<file path="config.mk">
export PLATFORM = sky130hd
export DESIGN_NAME = dma_err_capture
export DESIGN_NICKNAME = d
export VERILOG_FILES = /design/src/rtl/err_cap_pkg.sv /design/src/rtl/err_status_bank.sv /design/src/rtl/err_detail_latch.sv /design/src/rtl/err_irq_fsm.sv /design/src/rtl/dma_err_capture.sv
export SDC_FILE = /design/constraint.sdc
export NUM_CORES = 1
export LEC_CHECK = 0
export BUFFER_PORTS_ARGS = -buffer_cell sky130_fd_sc_hd__buf_2
export CAP_MARGIN = 20
export CORE_MARGIN = 2
export CORE_UTILIZATION = 46
export CTS_CLUSTER_SIZE = 40
export DETAILED_ROUTE_END_ITERATION = 10
export GPL_TIMING_DRIVEN = 0
export PLACE_DENSITY = 0.77
export SYNTH_ARGS = -nofsm -noshare
export SYNTH_HDL_FRONTEND = slang
export SYNTH_SLANG_ARGS = --single-unit
</file>
<file path="constraint.sdc">
create_clock -name clk -period 1.1 [get_ports clk]
set_clock_uncertainty 0.05 [all_clocks]
set_input_delay 0.055 -clock clk [delete_from_list [all_inputs] [get_ports clk]]
set_output_delay 0.055 -clock clk [all_outputs]
set_load 0.1 [all_outputs]
</file>
<file path="src/rtl/err_cap_pkg.sv">
package err_cap_pkg;
    localparam int unsigned CODE_W = 4;
    localparam int unsigned STAT_W = 4;
    localparam int unsigned DATA_W = 8;
    localparam int unsigned ADDR_W = 3;

    localparam int unsigned BIT_BUS = 0;
    localparam int unsigned BIT_TR  = 2;
    localparam int unsigned BIT_RA  = 3;
    localparam logic [STAT_W-1:0] LIVE_MASK = 4'b1101;

    localparam logic [ADDR_W-1:0] A_STAT = 3'd0;
    localparam logic [ADDR_W-1:0] A_EN   = 3'd1;
    localparam logic [ADDR_W-1:0] A_CLR  = 3'd2;
    localparam logic [ADDR_W-1:0] A_EVAL = 3'd3;
    localparam logic [ADDR_W-1:0] A_DET  = 3'd4;

    typedef enum logic [1:0] {
        S_IDLE = 2'd0,
        S_FIRE = 2'd1,
        S_HELD = 2'd2
    } pulse_state_t;

    typedef struct packed {
        logic              from_wr;
        logic [CODE_W-1:0] code;
    } detail_t;
endpackage

</file>
<file path="src/rtl/err_status_bank.sv">
module err_status_bank
    import err_cap_pkg::*;
#(
    parameter int unsigned N_BITS = STAT_W,
    parameter logic [N_BITS-1:0] MASK = LIVE_MASK
) (
    input  logic              clk,
    input  logic              rst_n,
    input  logic [N_BITS-1:0] set_i,
    input  logic              clr_we,
    input  logic [N_BITS-1:0] clr_bits,
    input  logic              en_we,
    input  logic [N_BITS-1:0] en_bits,
    output logic [N_BITS-1:0] status_o,
    output logic [N_BITS-1:0] enable_o,
    output logic              pend_o
);
    logic [N_BITS-1:0] stat_q;
    logic [N_BITS-1:0] en_q;

    for (genvar b = 0; b < N_BITS; b++) begin : g_bit
        if (MASK[b]) begin : g_live
            always_ff @(posedge clk) begin
                if (!rst_n) begin
                    stat_q[b] <= 1'b0;
                    en_q[b]   <= 1'b0;
                end else begin
                    if (set_i[b])
                        stat_q[b] <= 1'b1;
                    else if (clr_we && clr_bits[b])
                        stat_q[b] <= 1'b0;
                    if (en_we)
                        en_q[b] <= en_bits[b];
                end
            end

            AST_SET_WINS: assert property (@(posedge clk) disable iff (!rst_n)
                set_i[b] |=> stat_q[b]);

            AST_W1C_ONLY: assert property (@(posedge clk) disable iff (!rst_n)
                $fell(stat_q[b]) |-> $past(clr_we && clr_bits[b]));
        end else begin : g_dead
            assign stat_q[b] = 1'b0;
            assign en_q[b]   = 1'b0;
        end
    end

    assign status_o = stat_q;
    assign enable_o = en_q;
    assign pend_o   = |(stat_q & en_q);
endmodule

</file>
<file path="src/rtl/err_detail_latch.sv">
module err_detail_latch
    import err_cap_pkg::*;
#(
    parameter int unsigned W = CODE_W
) (
    input  logic         clk,
    input  logic         rst_n,
    input  logic [W-1:0] rd_stat,
    input  logic [W-1:0] wr_stat,
    input  logic         rearm_i,
    output logic         bus_err_o,
    output logic         from_wr_o,
    output logic [W-1:0] code_o
);
    logic         held_q;
    logic         from_wr_q;
    logic [W-1:0] code_q;
    logic         wr_bad;
    logic         rd_bad;
    logic         take;

    assign wr_bad    = |wr_stat;
    assign rd_bad    = |rd_stat;
    assign bus_err_o = wr_bad | rd_bad;
    assign take      = bus_err_o && (!held_q || rearm_i);

    always_ff @(posedge clk) begin
        if (!rst_n) begin
            held_q    <= 1'b0;
            from_wr_q <= 1'b0;
            code_q    <= '0;
        end else if (take) begin
            held_q    <= 1'b1;
            from_wr_q <= wr_bad;
            code_q    <= wr_bad ? wr_stat : rd_stat;
        end else if (rearm_i) begin
            held_q    <= 1'b0;
            from_wr_q <= 1'b0;
            code_q    <= '0;
        end
    end

    assign from_wr_o = from_wr_q;
    assign code_o    = code_q;

    AST_DETAIL_HOLD: assert property (@(posedge clk) disable iff (!rst_n)
        (held_q && !rearm_i) |=> ($stable(code_q) && $stable(from_wr_q)));

    AST_WRITE_FIRST: assert property (@(posedge clk) disable iff (!rst_n)
        (take && wr_bad && rd_bad) |=> from_wr_q);
endmodule

</file>
<file path="src/rtl/err_irq_fsm.sv">
module err_irq_fsm
    import err_cap_pkg::*;
(
    input  logic clk,
    input  logic rst_n,
    input  logic pend_i,
    input  logic eval_i,
    output logic irq_o
);
    pulse_state_t state_q;
    pulse_state_t state_d;

    always_ff @(posedge clk) begin
        if (!rst_n)
            state_q <= S_IDLE;
        else
            state_q <= state_d;
    end

    always_comb begin
        state_d = state_q;
        unique case (state_q)
            S_IDLE: if (pend_i) state_d = S_FIRE;
            S_FIRE: state_d = pend_i ? S_HELD : S_IDLE;
            S_HELD: begin
                if (!pend_i)
                    state_d = S_IDLE;
                else if (eval_i)
                    state_d = S_FIRE;
            end
            default: state_d = S_IDLE;
        endcase
    end

    always_comb begin
        irq_o = 1'b0;
        unique case (state_q)
            S_FIRE:  irq_o = 1'b1;
            S_IDLE,
            S_HELD:  irq_o = 1'b0;
            default: irq_o = 1'b0;
        endcase
    end

    AST_PULSE_ONE_CYCLE: assert property (@(posedge clk) disable iff (!rst_n)
        irq_o |=> !irq_o);

    AST_PULSE_HAS_CAUSE: assert property (@(posedge clk) disable iff (!rst_n)
        irq_o |-> $past(pend_i));

    AST_NO_REPULSE: assert property (@(posedge clk) disable iff (!rst_n)
        (state_q == S_HELD && !eval_i) |=> !irq_o);
endmodule

</file>
<file path="src/rtl/dma_err_capture.sv">
module dma_err_capture
    import err_cap_pkg::*;
#(
    parameter int unsigned CW = CODE_W,
    parameter int unsigned DW = DATA_W,
    parameter int unsigned AW = ADDR_W
) (
    input  logic          clk,
    input  logic          rst_n,
    input  logic [CW-1:0] rd_stat,
    input  logic [CW-1:0] wr_stat,
    input  logic          tr_err,
    input  logic          ra_err,
    input  logic          reg_wr,
    input  logic [AW-1:0] reg_addr,
    input  logic [DW-1:0] reg_wdata,
    output logic [DW-1:0] reg_rdata,
    output logic          irq
);
    localparam int unsigned SW = STAT_W;

    logic          bus_err;
    logic          det_wr;
    logic [CW-1:0] det_code;
    logic [SW-1:0] set_vec;
    logic [SW-1:0] status;
    logic [SW-1:0] enable;
    logic          pend;
    logic          clr_we;
    logic          en_we;
    logic          eval_we;

    assign clr_we  = reg_wr && (reg_addr == A_CLR);
    assign en_we   = reg_wr && (reg_addr == A_EN);
    assign eval_we = reg_wr && (reg_addr == A_EVAL);

    always_comb begin
        set_vec         = '0;
        set_vec[BIT_BUS] = bus_err;
        set_vec[BIT_TR]  = tr_err;
        set_vec[BIT_RA]  = ra_err;
    end

    err_detail_latch #(.W(CW)) u_detail (
        .clk       (clk),
        .rst_n     (rst_n),
        .rd_stat   (rd_stat),
        .wr_stat   (wr_stat),
        .rearm_i   (clr_we && reg_wdata[BIT_BUS]),
        .bus_err_o (bus_err),
        .from_wr_o (det_wr),
        .code_o    (det_code)
    );

    err_status_bank #(.N_BITS(SW), .MASK(LIVE_MASK)) u_bank (
        .clk      (clk),
        .rst_n    (rst_n),
        .set_i    (set_vec),
        .clr_we   (clr_we),
        .clr_bits (reg_wdata[SW-1:0]),
        .en_we    (en_we),
        .en_bits  (reg_wdata[SW-1:0]),
        .status_o (status),
        .enable_o (enable),
        .pend_o   (pend)
    );

    err_irq_fsm u_fsm (
        .clk    (clk),
        .rst_n  (rst_n),
        .pend_i (pend),
        .eval_i (eval_we),
        .irq_o  (irq)
    );

    always_comb begin
        reg_rdata = '0;
        unique case (reg_addr)
            A_STAT:  reg_rdata[SW-1:0] = status;
            A_EN:    reg_rdata[SW-1:0] = enable;
            A_DET:   reg_rdata[CW:0]   = {det_wr, det_code};
            default: reg_rdata = '0;
        endcase
    end

    AST_DETAIL_CLEARED: assert property (@(posedge clk) disable iff (!rst_n)
        (!status[BIT_BUS]) |-> (det_code == '0 && !det_wr));

    AST_BUS_RECORDED: assert property (@(posedge clk) disable iff (!rst_n)
        bus_err |=> status[BIT_BUS]);
endmodule

</file>
==> results.cfg <==
[route]
drt_iter0_drc = 10
vias = 788
firstDrtPassIters = 6
via_per_inst = 5.67
drc = 0
wl_per_cell_um = 14.9
wl_mm = 2.07
postRouteAntennaNets = 0

[worst_hold_path]
holdPathEnd = u_detail.code_o[2]$_SDFFE_PN0P_
min_path_type = primary input to register
hold_path.startpoint = wr_stat[2]
min_path_cells = 3

[clocking]
cts_root_buffer = clkbuf_4
clock_sink_count = 14
htreeDepth = 1
clkLatencyLatePin_ns = 0.28
path_clk_slew_ns = 0.09
cts_tree = built
ctsLongestPathBuffers = 2
cts_buffers = 3

[cells_and_area]
num_antenna_cells = 0
n_fill_cell = 117
drive_gt1_share_pct = 51.2
synthToLayoutAreaGrowth_pct = 54.7
nets = 148

[synth]
synthTopCellsByArea = dfxtp_1 (36%), mux2i_1 (7.7%), o32ai_1 (5.6%)
yosysSeqAreaShare_pct = 35.8
synth.avg_cell_area_um2 = 9.20
yosys.area.top_type_share_pct = 35.8
synth.ff_latch_count = 14
synth_area_um2 = 782
synth_ff_type = dfxtp_1
synth_cells = 85
async_flop_share_pct = 0
yosys_warnings = 0
synth_edf_count = 0
ys_types = 29
synth_top_area_cell = dfxtp_1

[timing]
drv_slew = 0
hold_violations = 0
finalCriticalPeriod_ns = 1.36
finalSetupViolCount = 8
grt_setup_unrepaired = true
fin_tns_setup_ns = -0.833
fin_crit_sh_pct = 124
setup_ws_ns = -0.265
max_freq_ghz = 0.733

[floorplanning]
io_pins = 33
core-area_um2 = 1540
dieWidth_um = 45.2
rows = 14
fp.dieH_um = 45.2
start_util_pct = 50.7
die_area_um2 = 2050

[run_status]
failed_checks = negative setup slack
status = finished, violations left

[grt]
grt_pass1_wl_mm = 3.35
grt_max_degree = 11
antenna_found_initial = 0
overflow = 0
grt_pass1_vias = 739
track_usage_pct = 23.6

[placement]
place_ws_ns = -0.0985
hpwl_mm = 1.37
gp_congestion = 0.776
port_buffers = 23

[setup_path]
endpoint_kind = primary output
arrival_ns = 1.26
reg2reg_from = u_bank.enable_o[2]$_SDFFE_PN0P_
reg2reg_slack_ns = -0.04
crit_path_start_kind = register
critPathMaxFanout = 3
reg2reg_to = u_fsm.state_q[0]$_SDFFE_PN0P_
cp.required_ns = 1.00
r2r_cells = 4
critical_path_class = register to primary output

[pwr]
power.density_nw_per_um2 = 1050
finalPower_w = 0.00127
leakagePower_nw = 0.489
peakVddDrop_uv = 921

[run]
maxCapViolCount = 0
## power by group
| part | switching [W] | internal (W) |
|---|---|---|
| sequential | 0.0000196 | 0.000536 |
| clock | 0.000177 | 0.000202 |
| combinational | 0.000198 | 0.000136 |
| total | 0.000395 | 0.000874 |
## worst max path at each step
stage / startpoint / end / slack [ns]
2_1_floorplan: u_bank.enable_o[3]$_SDFFE_PN0P_ / reg_rdata[3] / -0.02
3_3_place_gp: u_bank.enable_o[3]$_SDFFE_PN0P_ / reg_rdata[3] / -0.09
3_5_place_dp: u_bank.enable_o[3]$_SDFFE_PN0P_ / reg_rdata[3] / -0.1
4_1_cts: u_bank.status_o[3]$_SDFFE_PN0P_ / reg_rdata[3] / -0.25
5_1_grt: u_bank.status_o[3]$_SDFFE_PN0P_ / reg_rdata[3] / -0.30
6_report: u_bank.status_o[3]$_SDFFE_PN0P_ / reg_rdata[3] / -0.26
## cells in the final DEF (no fill, tap or decap), types with 2 or more instances in the layout
cell           synthesis  layout
a21oi_1                2       2
a2bb2oi_2              0       3
clkbuf_4               0       3
buf_2                  0      17
nor4_2                 2       2
conb_1                 1       3
mux2i_2                0       2
mux2i_1                6       4
o32ai_1                5       5
dfxtp_2                0       9
dlygate4sd3_1          0       4
nor2_4                 0       3
buf_4                  3       6
nand2b_1               3       2
o21a_1                 4       4
nand2_1                5       5
a31oi_1                4       4
dfxtp_1               14       5
buf_12                 0       6
nor2_1                 8       5
buf_6                  1       3
a21boi_0               4       4
inv_1                  6       5
and3b_2                0       2
## cell type report
type                    count  area (um^2)  area share [%]
clock buffers               4         36.3            3.00
inverters                   6         26.3            2.17
well taps                  16         20.0            1.65
plain buffers               5         37.5            3.10
repair buffers             32          290            24.0
flip-flops and latches     14          292            24.1
multi-input cells          62          508            42.0
## state kept, by name, summed over array words and instances, names as in the netlist
name	count
u_detail.from_wr_o	1
u_detail.code_o	4
u_detail.held_q	1
u_fsm.state_q	2
u_bank.enable_o	3
u_bank.status_o	3
## per-stage QoR
| stage | utilization (%) | cells | hold slack (ns) | instance area [um^2] |
|---|---|---|---|---|
| floorplan | - | 87 | 0.129 | 818 |
| global placement | 61.9 | 126 | 0.212 | 953 |
| detailed placement | 61.9 | 126 | 0.223 | 953 |
| CTS | 78.2 | 139 | 0.00722 | 1210 |
| global route | 78.5 | 139 | 0.0180 | 1210 |
| finish | 78.5 | 139 | 0.0231 | 1210 |
## Yosys cell counts (2+ instances only)
cell	instances
mux2i_1	6
dfxtp_1	14
a21boi_0	4
o32ai_1	5
nor2_1	8
nor4_2	2
inv_1	6
a21oi_1	2
and3b_1	2
a31oi_1	4
nand2_1	5
nand2b_1	3
buf_4	3
o21a_1	4
a2bb2oi_1	3
## what timing repair did
item                       in CTS  in global routing
pin swaps                       1                  1
buffers inserted                5                  1
setup endpoints to repair       6                  8
hold buffers                    4                  0
resized for setup              40                  2
hold endpoints to repair        4                  0
## critical path, stage by stage, from the launching register on
cell and delay, ns:
dfxtp_2 0.34, mux2i_2 0.20, a2bb2oi_2 0.21, nor2_4 0.05
buf_12 0.17
## layer usage
layer | wire length [um] | track usage (%) | vias to the layer above
met5 | 0 | 0 | -
li1 | - | - | 390
met4 | 31 | 9.41 | 0
met2 | 1090 | 40.3 | 28
met1 | 847 | 27.9 | 365
met3 | 107 | 6.00 | 5
## logic make-up (layout without fill, tap and decap cells)
family | Yosys count | count (layout) | share of synthesized area [%]
and+or+nand+nor | 27 | 27 | 22.7
DFF | 14 | 14 | 35.8
buffers and inverters | 11 | 47 | 7.68
other | 1 | 3 | 0.480
AOI/OAI and AO/OA | 26 | 26 | 25.6
muxes | 6 | 6 | 7.68
Power figures use the tool's default switching activity.
